[config.mk]
export PLATFORM = sky130hd
export DESIGN_NAME = irq_prio_arbiter
export DESIGN_NICKNAME = d
export VERILOG_FILES = /design/src/rtl/irqarb_pkg.sv /design/src/rtl/irq_qualify.sv /design/src/rtl/irq_prio_pick.sv /design/src/rtl/irq_gate_fsm.sv /design/src/rtl/irq_prio_arbiter.sv
export SDC_FILE = /design/constraint.sdc
export NUM_CORES = 1
export LEC_CHECK = 0
export BUFFER_PORTS_ARGS = -buffer_cell sky130_fd_sc_hd__buf_2
export CORE_AREA = 2 2 45 78
export DETAILED_ROUTE_END_ITERATION = 8
export DIE_AREA = 0 0 47 80
export PLACE_DENSITY = 0.86
export SLEW_MARGIN = 20
export SYNTH_ARGS = -nofsm -noshare
export SYNTH_HDL_FRONTEND = slang
export SYNTH_SLANG_ARGS = --single-unit
[constraint.sdc]
create_clock -name clk -period 12.4 [get_ports clk]
set_input_delay 0.62 -clock clk [delete_from_list [all_inputs] [get_ports clk]]
set_output_delay 0.62 -clock clk [all_outputs]
set_load 0.02 [all_outputs]
[src/rtl/irqarb_pkg.sv]
package irqarb_pkg;

    typedef enum logic [1:0] {
        ARB_IDLE = 2'd0,
        ARB_WAIT = 2'd1,
        ARB_TAKE = 2'd2
    } arb_state_t;

    function automatic int idx_width(input int n);
        return (n > 1) ? $clog2(n) : 1;
    endfunction

endpackage

[src/rtl/irq_qualify.sv]
module irq_qualify #(
    parameter int NUM_DEV = 8
) (
    input  logic [NUM_DEV-1:0] ready_i,
    input  logic [NUM_DEV-1:0] enable_i,
    output logic [NUM_DEV-1:0] req_o
);

    // A device counts only when both its flags are set.
    for (genvar d = 0; d < NUM_DEV; d++) begin : g_qual
        assign req_o[d] = ready_i[d] & enable_i[d];
    end

endmodule

[src/rtl/irq_prio_pick.sv]
module irq_prio_pick #(
    parameter int NUM_DEV = 8,
    parameter int LVL_W   = 3,
    parameter int IDX_W   = 3
) (
    input  logic [NUM_DEV-1:0]       req_i,
    input  logic [NUM_DEV*LVL_W-1:0] level_i,
    output logic                     found_o,
    output logic [LVL_W-1:0]         best_lvl_o,
    output logic [IDX_W-1:0]         best_idx_o
);

    // Linear chain: stage d holds the best candidate among devices below d.
    logic [NUM_DEV:0]            chain_found;
    logic [NUM_DEV:0][LVL_W-1:0] chain_lvl;
    logic [NUM_DEV:0][IDX_W-1:0] chain_idx;

    assign chain_found[0] = 1'b0;
    assign chain_lvl[0]   = '0;
    assign chain_idx[0]   = '0;

    for (genvar d = 0; d < NUM_DEV; d++) begin : g_stage
        logic [LVL_W-1:0] my_lvl;
        logic             beats;
        assign my_lvl = level_i[d*LVL_W +: LVL_W];
        // Strictly greater: an equal level keeps the earlier, lower index.
        assign beats  = req_i[d] & (~chain_found[d] | (my_lvl > chain_lvl[d]));
        assign chain_found[d+1] = chain_found[d] | req_i[d];
        assign chain_lvl[d+1]   = beats ? my_lvl : chain_lvl[d];
        assign chain_idx[d+1]   = beats ? IDX_W'(d) : chain_idx[d];
    end

    assign found_o    = chain_found[NUM_DEV];
    assign best_lvl_o = chain_lvl[NUM_DEV];
    assign best_idx_o = chain_idx[NUM_DEV];

endmodule

[src/rtl/irq_gate_fsm.sv]
module irq_gate_fsm
    import irqarb_pkg::*;
#(
    parameter int LVL_W = 3,
    parameter int IDX_W = 3
) (
    input  logic             clk,
    input  logic             rst_n,
    input  logic             found_i,
    input  logic [LVL_W-1:0] best_lvl_i,
    input  logic [IDX_W-1:0] best_idx_i,
    input  logic [LVL_W-1:0] cur_level_i,
    input  logic             boundary_i,
    output logic             irq_req_o,
    output logic             irq_take_o,
    output logic [LVL_W-1:0] win_level_o,
    output logic [IDX_W-1:0] win_index_o
);

    arb_state_t state_q, state_nxt;
    logic       outranks;

    assign outranks = found_i && (best_lvl_i > cur_level_i);

    always_comb begin
        state_nxt = state_q;
        unique case (state_q)
            ARB_IDLE: begin
                if (outranks && boundary_i)      state_nxt = ARB_TAKE;
                else if (outranks)               state_nxt = ARB_WAIT;
            end
            ARB_WAIT: begin
                if (!outranks)                   state_nxt = ARB_IDLE;
                else if (boundary_i)             state_nxt = ARB_TAKE;
            end
            ARB_TAKE: begin
                state_nxt = outranks ? ARB_WAIT : ARB_IDLE;
            end
            default:                             state_nxt = ARB_IDLE;
        endcase
    end

    always_ff @(posedge clk) begin
        if (!rst_n) state_q <= ARB_IDLE;
        else        state_q <= state_nxt;
    end

    always_ff @(posedge clk) begin
        if (!rst_n) begin
            irq_req_o   <= 1'b0;
            irq_take_o  <= 1'b0;
            win_level_o <= '0;
            win_index_o <= '0;
        end else begin
            irq_req_o   <= outranks;
            irq_take_o  <= (state_nxt == ARB_TAKE);
            win_level_o <= found_i ? best_lvl_i : '0;
            win_index_o <= found_i ? best_idx_i : '0;
        end
    end

    assert_take_at_boundary_R7: assert property (@(posedge clk) disable iff (!rst_n)
        irq_take_o |-> ($past(boundary_i) && irq_req_o));

    assert_take_single_R8: assert property (@(posedge clk) disable iff (!rst_n)
        irq_take_o |=> !irq_take_o);

    assert_req_outranks_R5: assert property (@(posedge clk) disable iff (!rst_n)
        irq_req_o |-> (win_level_o > $past(cur_level_i)));

    assert_idle_zero_R6: assert property (@(posedge clk) disable iff (!rst_n)
        !$past(found_i) |-> (win_level_o == '0 && win_index_o == '0 && !irq_req_o));

endmodule

[src/rtl/irq_prio_arbiter.sv]
module irq_prio_arbiter
    import irqarb_pkg::*;
#(
    parameter int NUM_DEV = 8,
    parameter int LVL_W   = 3
) (
    input  logic                     clk,
    input  logic                     rst_n,
    input  logic [NUM_DEV-1:0]       dev_ready,
    input  logic [NUM_DEV-1:0]       dev_ie,
    input  logic [NUM_DEV*LVL_W-1:0] dev_level,
    input  logic [LVL_W-1:0]         cur_level,
    input  logic                     insn_boundary,
    output logic                     irq_req,
    output logic                     irq_take,
    output logic [LVL_W-1:0]         win_level,
    output logic [idx_width(NUM_DEV)-1:0] win_index
);

    localparam int IDX_W = idx_width(NUM_DEV);

    logic [NUM_DEV-1:0] req_vec;
    logic               found;
    logic [LVL_W-1:0]   best_lvl;
    logic [IDX_W-1:0]   best_idx;

    irq_qualify #(.NUM_DEV(NUM_DEV)) u_qualify (
        .ready_i  (dev_ready),
        .enable_i (dev_ie),
        .req_o    (req_vec)
    );

    irq_prio_pick #(.NUM_DEV(NUM_DEV), .LVL_W(LVL_W), .IDX_W(IDX_W)) u_pick (
        .req_i      (req_vec),
        .level_i    (dev_level),
        .found_o    (found),
        .best_lvl_o (best_lvl),
        .best_idx_o (best_idx)
    );

    irq_gate_fsm #(.LVL_W(LVL_W), .IDX_W(IDX_W)) u_fsm (
        .clk         (clk),
        .rst_n       (rst_n),
        .found_i     (found),
        .best_lvl_i  (best_lvl),
        .best_idx_i  (best_idx),
        .cur_level_i (cur_level),
        .boundary_i  (insn_boundary),
        .irq_req_o   (irq_req),
        .irq_take_o  (irq_take),
        .win_level_o (win_level),
        .win_index_o (win_index)
    );

    // The picked device must be qualified and carry the reported level.
    assert_pick_qualified_R2: assert property (@(posedge clk) disable iff (!rst_n)
        found |-> (dev_ready[best_idx] && dev_ie[best_idx]
                   && dev_level[best_idx*LVL_W +: LVL_W] == best_lvl));

endmodule

==> Word level (Yosys, flattened, before mapping) <==
Index checks and enable logic that the tools add are counted.
{ "word_totals": {"reg_bits": 10, "input_bits": 46, "wordCells": 77} }
{ "op_classes": {"magnitude_cmp": 8, "eq_ne": 3, "mux": 21, "bitwise": 36, "reduce_logical": 4} }
{ "op_table": {"columns": ["operator", "n"], "rows": [
  ["3-bit 2-to-1 mux", 14],
  ["3-bit > comparator", 8],
  ["1-bit bitwise AND", 15],
  ["1-bit bitwise OR", 14],
  ["2-bit 2-to-1 mux", 4],
  ["1-bit inverter", 7],
  ["2-bit one-hot mux with 3 select lines", 1],
  ["2-bit equality test (second input constant)", 2],
  ["2-bit by 1-bit equality test with 1-bit output (second input constant)", 1],
  ["1-bit logical AND", 2],
  ["2-bit logical NOT", 1],
  ["1-bit 2-to-1 mux", 2],
  ["2-bit AND reduction", 1]
]} }

==> Depth between registers and ports, before layout <==
Gate-level depths: netlist of run 1.
{ "logic_depth": {"word_depth": 36, "mapped_depth": 60} }

==> Hierarchy <==
From an unflattened synthesis of run 1, not the netlist that was laid out.
{ "unflattened": {"hier_cells": 192, "area_unflattened_um2": 1425.1} }
{ "modules_own_cells": {"columns": ["module", "instances", "cells_per_inst", "area_each_um2", "seq_area_each_um2"], "rows": [
  ["irq_prio_pick", 1, 155, 1044.8, 0.0],
  ["irq_gate_fsm", 1, 29, 330.3, 180.2],
  ["irq_qualify", 1, 8, 50.0, 0.0]
]} }

==> Worst setup path before layout of run 1 <==
Ideal clock, no wire load.
{ "synth_path": {"kind": "input-to-reg", "from": "in dev_level[2]", "to": "reg u_fsm.irq_take_o", "setup_time_ns": 0.065, "arrival_ns": 10.331, "slack_ns": 2.004, "stages": 59, "n_path_buf": 0, "path_cell_list": "nand3_1 ha_1 and3b_2 o211ai_1 nand2_1 a22o_1 ha_1 nor2_1 o2111ai_1 a22oi_1 a22o_4 o2111ai_4 mux2i_1 inv_1 ha_1 nor3_1 a311oi_1 nand2_1 [23 not listed] o21a_1 a41oi_4 nand2_1 o21ai_0 ha_1 inv_1 a21o_1 a21oi_1 a31oi_1 o21bai_1 and2_4 a21oi_2 ha_1 inv_1 a21o_1 a21oi_1 a311o_1 nor2b_1"} }
{ "synth_between": {"elab_chain_cells": 35, "elab_cells_between_ends": 38, "classes_between": "order compare (8); eq/ne (1); mux (13); bitwise (14); reduce/logical (2)"} }
{ "synth_rtl": {"columns": ["item", "line_no", "rtl"], "rows": [
  ["start, declared", "irq_prio_arbiter.sv:11", "input logic [NUM_DEV*LVL_W-1:0] dev_level,"],
  ["3-bit 2-to-1 mux *", "irq_prio_pick.sv:29", "assign chain_lvl[d+1] = beats ? my_lvl : chain_lvl[d];"],
  ["3-bit > comparator", "irq_prio_pick.sv:27", "assign beats = req_i[d] & (~chain_found[d] | (my_lvl > chain_lvl[d]));"],
  ["1-bit bitwise OR", "irq_prio_pick.sv:27", null],
  ["1-bit bitwise AND", "irq_prio_pick.sv:27", null],
  ["3-bit 2-to-1 mux *", "irq_prio_pick.sv:29", null],
  ["3-bit > comparator", "irq_prio_pick.sv:27", null],
  ["1-bit bitwise OR", "irq_prio_pick.sv:27", null],
  ["1-bit bitwise AND", "irq_prio_pick.sv:27", null],
  ["[19 not listed]", null, null],
  ["1-bit bitwise AND", "irq_prio_pick.sv:27", null],
  ["3-bit 2-to-1 mux *", "irq_prio_pick.sv:29", null],
  ["3-bit > comparator *", "irq_gate_fsm.sv:23", "assign outranks = found_i && (best_lvl_i > cur_level_i);"],
  ["1-bit logical AND *", "irq_gate_fsm.sv:23", null],
  ["2-bit 2-to-1 mux or 1-bit logical AND (tied branches)", "irq_gate_fsm.sv:30, irq_gate_fsm.sv:29", null],
  ["2-bit 2-to-1 mux", "irq_gate_fsm.sv:29", "if (outranks && boundary_i) state_nxt = ARB_TAKE;"],
  ["2-bit one-hot mux with 3 select lines *", "irq_gate_fsm.sv:27", "unique case (state_q)"],
  ["2-bit equality test *", "irq_gate_fsm.sv:56", "irq_take_o <= (state_nxt == ARB_TAKE);"],
  ["end signal, assigned", "irq_gate_fsm.sv:56", null],
  ["end, declared", "irq_gate_fsm.sv:15", "output logic irq_take_o,"]
]} }
Every way passes the cells marked *; elsewhere a longest branch is shown, timed or not.
A chain may end at the register's enable or synchronous reset.

==> Worst setup path in the final report of run 1 <==
{ "layout_path": {"from": "in dev_ready[0]", "to": "reg u_fsm.state_q[1]"} }
{ "layout_between": {"elab_chain_cells": 35, "elab_cells_between_ends": 51, "classes_between": "order compare (8); mux (12); bitwise (29); reduce/logical (2)"} }
{ "layout_rtl": {"columns": ["item", "line_no", "rtl"], "rows": [
  ["start, declared", "irq_prio_arbiter.sv:9", "input logic [NUM_DEV-1:0] dev_ready,"],
  ["1-bit bitwise AND *", "irq_qualify.sv:11", "assign req_o[d] = ready_i[d] & enable_i[d];"],
  ["3-bit 2-to-1 mux", "irq_prio_pick.sv:29", null],
  ["3-bit > comparator", "irq_prio_pick.sv:27", null],
  ["1-bit bitwise OR", "irq_prio_pick.sv:27", null],
  ["1-bit bitwise AND", "irq_prio_pick.sv:27", null],
  ["3-bit 2-to-1 mux", "irq_prio_pick.sv:29", null],
  ["3-bit > comparator", "irq_prio_pick.sv:27", null],
  ["1-bit bitwise OR", "irq_prio_pick.sv:27", null],
  ["[20 not listed]", null, null],
  ["1-bit bitwise AND", "irq_prio_pick.sv:27", null],
  ["3-bit 2-to-1 mux *", "irq_prio_pick.sv:29", null],
  ["net best_lvl[1]", "irq_prio_arbiter.sv:24", "logic [LVL_W-1:0] best_lvl;"],
  ["3-bit > comparator *", "irq_gate_fsm.sv:23", null],
  ["1-bit logical AND *", "irq_gate_fsm.sv:23", null],
  ["2-bit 2-to-1 mux or 1-bit logical AND (tied branches)", "irq_gate_fsm.sv:30, irq_gate_fsm.sv:29", null],
  ["2-bit 2-to-1 mux", "irq_gate_fsm.sv:29", null],
  ["2-bit one-hot mux with 3 select lines *", "irq_gate_fsm.sv:27", null],
  ["end signal, assigned", "irq_gate_fsm.sv:45", "else state_q <= state_nxt;"],
  ["end, declared", "irq_gate_fsm.sv:20", "arb_state_t state_q, state_nxt;"]
]} }
The timed path passes the listed nets; every way through them passes the cells marked *.

==> results.cfg, run 1 <==
[yosys]
avgSynthCellArea_sq_um = 7.090
synth_fp_nets = 279
synth-seq-area-share_pct = 11.60
synth.cell_area_sq_mm = 0.001553
ys.flop_type = dfxtp_1
synth_cells = 219
yosys_warnings = 0
synth-edff-count = 0
synth_cell_types = 59
synth_seq_cells = 9
async_reset_ff_share_pct = 0

[final_layout]
ff_latch_area_sq_um = 180.2
fillCellCount = 302
layout.nets = 335
layout_common_cells = buf_2 (53), nand2_1 (34), inv_1 (18)
syn_to_final_growth_pct = 23.05
drive_above_1_share_pct = 26.64
final_common_cell = buf_2
antenna_cells = 0
multi_input_area_sq_mm = 0.001294

[timing]
fin_setup_tns_ps = 0
holdWs_ps = 511.9
period_minus_slack_ps = 11310
worst_slew_pin_slew_ps = 629.8
rsz0062_at_grt = no
skew_ps = 0.04480
period_share_pct = 91.22
setup_violations = 0
finalHoldViolCount = 0
fmax_ghz = 0.08841
max-slew-margin-rel_pct = 58.01
finalMaxSlewViolations = 0

[power]
clkPwrFrac_pct = 19.7
ir_drop_mv = 0.05093
power_frac_seq_pct = 20.7
combPwrFrac_pct = 59.6
p_int_w = 0.00009909
power.net_switching_w = 0.00006923
switching_share_pct = 41.13
cellPowerDensity_mw_per_mm2 = 88.10
p_leak_nw = 0.9739

[placement]
gp_congestion = 0.8558
hpwl_mm = 3.388
port_buffers = 53

[clocking]
path_clk_slew_ps = 40
htreeDepth = 1
cts_max_path_buffers = 2
clk_latency_ps = 230
cts_hold_buf = 0
cts_tree = yes
cts_sinks = 9
root_buffer = clkbuf_8
cts-buffers-inserted = 3

[global_route]
track_usage_pct = 22.06
grt_pass1_wl_mm = 6.382
first_global_vias = 1687
overflow = 0
grt_max_degree = 11
antenna_found_initial = 0

[floorplan]
dieArea_sq_mm = 0.003760
die_h_um = 80
floorplan.initialDensity_pct = 49.96
io_pins = 54
die_w_um = 47
core-area_sq_mm = 0.003108
placementRows = 27

[detailed_routing]
avgViaCountPerCell = 5.779
first_pass_iters = 4
totalWireLength_mm = 3.920
postRouteAntennaNets = 0
wire_per_inst_um = 12.37
drt_iter0_markers = 47
drc_errors = 0
num_vias = 1832

[critical_path]
crit_type = in -> reg
cp-start-kind = input pin
cp-end-kind = flip-flop
crit_top_cell = ha_1
cp_max_fo = 8
cp.required_ps = 12520
critPathArrivalTime_ps = 11430
cp_slowest_stage_delay_ps = 390
slowest_stage = a221o_1

[run_status]
status = complete, no violations

[job]
maxCapViolations = 0

[min_path]
min_path_type = reg -> reg
==> state kept, by name, summed over array words and instances (netlist names) <==
| name | count |
|---|---|
| u_fsm.irq_req_o | 1 |
| u_fsm.irq_take_o | 1 |
| u_fsm.state_q | 1 |
| u_fsm.win_index_o | 3 |
| u_fsm.win_level_o | 3 |
==> kinds of logic after synthesis <==
logic type,share of synthesized area (%)
and+or+nand+nor,28.77
muxes,2.981
adders and majority gates,13.22
buffers and inverters,5.318
AOI/OAI and AO/OA,38.12
DFF,11.60
==> synthesized netlist by cell type (2+ instances only) <==
cell       count  area (sq um)
o22ai_1        3         18.77
a21o_1         7         52.55
ha_1          14         175.2
nand2_1       34         127.6
a31oi_1        2         12.51
o21ai_1        2         10.01
nor2b_1        6         37.54
o21a_1         2         15.01
nor3_1         6         30.03
and2_1         5         31.28
maj3_1         3         30.03
nand3_1       13         65.06
o21bai_1       2         15.01
o211ai_1       5         37.54
inv_1         18         67.56
a22o_1         2         17.52
o221ai_1       2         17.52
and3_1         6         37.54
dfxtp_1        9         180.2
o2111ai_1      2         17.52
clkbuf_1       2         7.510
nor2_1        13         48.80
mux2i_1        2         20.02
o21ai_0       10         50.05
a21oi_1       15         75.07
==> critical path: cells and delay by family <==
family                   cells  cell delay, ps
AO/OA/AOI/OAI               31            5290
adder cells (fa/ha/maj)     10            2890
AND/OR/NAND/NOR             12            1840
multiplexers                 2             480
buffers and inverters        4             320
==> power groups by stage <==
stage	registers [W]	logic, W	clock network (W)
floorplan	0.0000411	0.0000666	0
global placement	0.0000353	0.0000972	0
detailed placement	0.0000354	0.0000997	0
CTS	0.0000348	0.000100	0.0000331
global route	0.0000352	0.000113	0.0000349
finish	0.0000348	0.000100	0.0000331
==> stage by stage <==
| step | instances | area, sq um | utilization (%) | power [W] | worst slack [ps] |
|---|---|---|---|---|---|
| global route | 317 | 1911 | 61.47 | 0.0001834 | 98.36 |
| detailed placement | 312 | 1857 | 59.74 | 0.0001352 | 670.1 |
| floorplan | 219 | 1553 | - | 0.0001077 | 2004 |
| global placement | 312 | 1857 | 59.74 | 0.0001325 | 925.9 |
| CTS | 316 | 1902 | 61.19 | 0.0001681 | 864.0 |
| finish | 317 | 1911 | 61.47 | 0.0001683 | 1088 |
==> per-layer routing <==
metal | vias up | GRT usage, % | wire (um)
met2 | 64 | 42.74 | 2152
met3 | 18 | 2.715 | 182
met1 | 816 | 21.14 | 1457
met5 | - | 0 | 0
li1 | 934 | - | -
met4 | 0 | 9.167 | 127
==> layout make-up <==
type,count,area share [%]
multi-input combinational,189,67.71
tap,43,2.816
inverter,18,3.536
sequential,9,9.430
clock buffer,4,2.358
timing repair buffer,54,14.15
==> final timing paths <==
path	start	end	slack, ps	cells after the start
worst max-delay path	dev_ready[0]	u_fsm.state_q[1]	1090	59
worst max register to register	u_fsm.state_q[1]	u_fsm.state_q[1]	11790	2
worst min-delay path	u_fsm.state_q[1]	u_fsm.irq_take_o	510	2
worst min register to register	u_fsm.state_q[1]	u_fsm.irq_take_o	510	2
==> repair_timing <==
item / in CTS / in global routing
gates resized for setup: 0 / 1
endpoints found under the setup margin: 0 / 3
setup buffers: 0 / 0
Power figures use the tool's default switching activity.
==> run 2: changes to the inputs <==
Settings changed: CELL_PAD_IN_SITES_DETAIL_PLACEMENT from default to 1, CELL_PAD_IN_SITES_GLOBAL_PLACEMENT from default to 1, CORE_AREA 2 2 45 78 to 2 2 54 94, DIE_AREA 0 0 47 80 to 0 0 56 96, PLACE_DENSITY 0.86 to 0.85.
==> results.cfg, run 2 (synthesis gave the netlist of run 1 again) <==
[run_status]
status = complete, no violations

[timing]
finalHoldViolCount = 0
setup_violations = 0
holdWs_ps = 521.1
setup_ws_ps = 807.0
worst_slew_pin_slew_ps = 442.1
finalMaxSlewViolations = 0
period_minus_slack_ps = 11590
fin_setup_tns_ps = 0
fmax_ghz = 0.08626
max-slew-margin-rel_pct = 69.76
period_share_pct = 93.49
skew_ps = 0.7692

[final_layout]
layout.nets = 336
final_design_area_no_fill_sq_mm = 0.001939
antenna_cells = 0
ff_latch_area_sq_um = 180.2
layout_common_cells = buf_2 (53), nand2_1 (34), inv_1 (18)
drive_above_1_share_pct = 27.64
multi_input_area_sq_mm = 0.001301
reg_top3 = u_fsm.win_index_o: 3 flops, u_fsm.win_level_o: 3 flops
syn_to_final_growth_pct = 24.90
fillCellCount = 634
final_common_cell = buf_2

[critical_path]
critPathArrivalTime_ps = 11720
cp_slowest_stage_delay_ps = 400
crit_type = in -> reg
cp_num_buf_inv = 3
crit_family = compound AO/OA/AOI/OAI gates
cp-start-kind = input pin
cp-end-kind = flip-flop
cp_max_fo = 8
slowest_stage = a221o_1
crit_top_cell = ha_1
cp.required_ps = 12520

[placement]
hpwl_mm = 4.375
pre_cts_ws_ps = 201.7
placed_area_sq_mm = 0.001876
port_buffers = 53
gp_congestion = 0.8182

[clocking]
cts_max_path_buffers = 2
path_clk_slew_ps = 40
cts_tree = yes
cts_hold_buf = 0
root_buffer = clkbuf_8
cts_sinks = 9
htreeDepth = 1
clk_latency_ps = 230
cts-buffers-inserted = 3

[power]
p_int_w = 0.0001003
switching_share_pct = 42.55
p_leak_nw = 0.9804
power_frac_seq_pct = 20.0
power.net_switching_w = 0.00007428
ir_drop_mv = 0.06202
combPwrFrac_pct = 60.8
clkPwrFrac_pct = 19.2
cellPowerDensity_mw_per_mm2 = 90.01

[global_route]
overflow = 0
grt_pass1_wl_mm = 8.362
grt_max_degree = 11
antenna_found_initial = 0
track_usage_pct = 19.23
first_global_vias = 2042

[detailed_routing]
first_pass_iters = 4
wire_per_inst_um = 15.51
avgViaCountPerCell = 5.872
wl_met1_mm = 1.677
drc_errors = 0
num_vias = 1920
drt_iter0_markers = 48
totalWireLength_mm = 5.072
postRouteAntennaNets = 0
top_layer = met4
wl_met3_um = 189
wl_met2_mm = 2.976

[floorplan]
die_w_um = 56
floorplan.initialDensity_pct = 33.58
dieArea_sq_mm = 0.005376
core-area_sq_mm = 0.004624
die_h_um = 96
io_pins = 54
placementRows = 33

[job]
maxCapViolations = 0

[min_path]
min_path_type = reg -> reg
## run 2: stage by stage
step | util, % | total power [W] | std cells
after global placement | 40.56 | 0.0001353 | 322
after global routing | 41.94 | 0.0001907 | 327
after floorplan | - | 0.0001077 | 219
final | 41.94 | 0.0001746 | 327
after detailed placement | 40.56 | 0.0001400 | 322
after CTS | 41.53 | 0.0001748 | 326
## run 2: cell type report
type | count | share of cell area (%)
Multi-Input combinational cell | 189 | 67.10
Timing Repair Buffer | 55 | 14.45
Sequential cell | 9 | 9.290
Inverter | 18 | 3.484
Tap cell | 52 | 3.355
Clock buffer | 4 | 2.323
## run 2: tightest hold or removal path, cell delays in order (launching register included)
cell     delay [ps]
dfxtp_1         300
nor2b_1          50
nor2b_1         120
## run 2: worst paths after layout
path                                       start          endpoint  slack (ps)  cells past startpoint
worst max-delay path                dev_ready[0]  u_fsm.irq_take_o         810                     58
worst min-delay path            u_fsm.state_q[1]  u_fsm.state_q[1]         520                      2
worst max register to register  u_fsm.state_q[1]  u_fsm.irq_take_o       11770                      2
worst min register to register  u_fsm.state_q[1]  u_fsm.state_q[1]         520                      2
## run 2: what timing repair did
action | CTS | global route
buffers inserted | 0 | 1
resized for setup | 0 | 3
setup endpoints to repair | 0 | 3
## run 2: power groups by stage
stage | combinational, W | sequential (W) | clock [W]
after floorplan | 0.0000666 | 0.0000411 | 0
after global placement | 0.000100 | 0.0000352 | 0
after detailed placement | 0.000105 | 0.0000355 | 0
after CTS | 0.000105 | 0.0000349 | 0.0000347
after global routing | 0.000118 | 0.0000353 | 0.0000371
final | 0.000106 | 0.0000349 | 0.0000335
## run 2: layer usage
metal,up-vias,global-route usage [%]
met5,-,0
met4,0,11.11
met3,18,2.151
met2,57,41.76
met1,910,15.76
li1,935,-
==> run 3: changes to the inputs <==
Settings changed: PLACE_DENSITY 0.85 to 0.78, SETUP_SLACK_MARGIN from default to 0.2.
==> results.cfg, run 3 (synthesis gave the netlist of run 1 again) <==
[floorplan]
dieArea_sq_mm = 0.005376
die_h_um = 96
io_pins = 54
core-area_sq_mm = 0.004624
floorplan.initialDensity_pct = 33.58
placementRows = 33
die_w_um = 56

[global_route]
overflow = 0
track_usage_pct = 19.09
grt_max_degree = 11
antenna_found_initial = 0
grt_pass1_wl_mm = 8.349
first_global_vias = 1956

[detailed_routing]
totalWireLength_mm = 5.016
drc_errors = 0
avgViaCountPerCell = 5.793
first_pass_iters = 4
postRouteAntennaNets = 0
drt_iter0_markers = 43
num_vias = 1900
wire_per_inst_um = 15.29

[power]
p_leak_nw = 0.9914
p_total_w = 0.0001776
ir_drop_mv = 0.06860
cellPowerDensity_mw_per_mm2 = 89.20

[clocking]
cts_tree = yes
path_clk_slew_ps = 40
htreeDepth = 1
cts_max_path_buffers = 2
clk_latency_ps = 230
root_buffer = clkbuf_8
cts-buffers-inserted = 3
cts_hold_buf = 0
cts_sinks = 9

[min_path]
hold_end = u_fsm.irq_take_o
min_from = u_fsm.state_q[1]
min_path_type = reg -> reg
min_path_cells = 2

[placement]
gp_congestion = 0.8129
port_buffers = 53
place_inst = 322
hpwl_mm = 4.277
placed_area_sq_mm = 0.001876

[timing]
skew_ps = 0.1154
max-slew-margin-rel_pct = 73.58
holdWs_ps = 511.5
period_share_pct = 91.33
rsz0062_at_grt = no
worst_slew_pin_slew_ps = 394.0
period_minus_slack_ps = 11330
setup_violations = 0
fin_setup_tns_ps = 0
finalMaxSlewViolations = 0
fmax_ghz = 0.08830
finalHoldViolCount = 0

[final_layout]
layout.nets = 337
syn_to_final_growth_pct = 28.20
fillCellCount = 637
antenna_cells = 0
final_design_area_no_fill_sq_mm = 0.001991
reg_top3 = u_fsm.win_index_o: 3 flops, u_fsm.win_level_o: 3 flops
final_common_cell = buf_2
drive_above_1_share_pct = 30.43
layout_common_cells = buf_2 (53), nand2_1 (34), inv_1 (18)
final_cells = 328

[job]
maxCapViolations = 0

[critical_path]
r2r-start = u_fsm.state_q[1]
rrSetupSlack_ps = 11790
cp-end-kind = flip-flop
crit_start = dev_ready[0]
cp_max_fo = 7
slowest_stage = a221o_1
cp-start-kind = input pin
cp_slowest_stage_delay_ps = 400
critPathArrivalTime_ps = 11490
cp.required_ps = 12570
crit_top_cell = ha_1
reg2reg_depth = 2
crit_type = in -> reg
r2r_end = u_fsm.state_q[1]

[run_status]
status = complete, no violations
==> run 3: what timing repair did <==
item,CTS,global route
setup endpoints to repair,0,3
resized for setup,0,11
buffers inserted,0,2
hold endpoints to repair,0,0
==> run 3: layout make-up <==
| cell class | instances | area (sq um) | area share (%) |
|---|---|---|---|
| clock buffer | 4 | 45.04 | 2.263 |
| inverter | 18 | 67.56 | 3.394 |
| multi-input combinational | 189 | 1345 | 67.57 |
| sequential | 9 | 180.2 | 9.051 |
| tap | 52 | 65.06 | 3.268 |
| timing repair buffer | 56 | 287.8 | 14.46 |
==> run 3: critical path, delay by kind of cell <==
family / cells / cell delay [ps]
buffers and inverters: 5 / 460
multiplexers: 2 / 540
adder cells (fa/ha/maj): 10 / 2740
AO/OA/AOI/OAI: 29 / 5240
AND/OR/NAND/NOR: 15 / 1870
==> run 3: metrics by stage <==
stage / utilization [%] / setup slack (ps)
after CTS: 41.53 / 481.6
after floorplan: - / 2004
after global routing: 43.05 / 137.2
after detailed placement: 40.56 / 326.4
final: 43.05 / 1075
after global placement: 40.56 / 696.5
==> run 3: layer usage <==
| layer | wire [um] | GRT usage (%) | up-vias |
|---|---|---|---|
| li1 | - | - | 932 |
| met1 | 1766 | 16.96 | 898 |
| met4 | 182 | 10.32 | 0 |
| met2 | 2906 | 40.49 | 54 |
| met3 | 160 | 1.747 | 16 |
| met5 | 0 | 0 | - |
==> run 3: worst max path at each step <==
stage / to / slack (ps) / depth (start not counted)
floorplan: u_fsm.irq_take_o / 2000 / 59
global placement: u_fsm.state_q[1] / 700 / 59
detailed placement: u_fsm.state_q[1] / 330 / 58
CTS: u_fsm.state_q[1] / 480 / 58
global route: u_fsm.state_q[1] / 140 / 61
finish: u_fsm.state_q[1] / 1070 / 61
==> run 3: where the power goes <==
| group | total [W] | internal, W | switching [W] |
|---|---|---|---|
| clock network | 0.0000337 | 0.0000224 | 0.0000114 |
| registers | 0.0000347 | 0.0000338 | 0.000000965 |
| logic | 0.000109 | 0.0000458 | 0.0000632 |
| total | 0.000178 | 0.000102 | 0.0000756 |
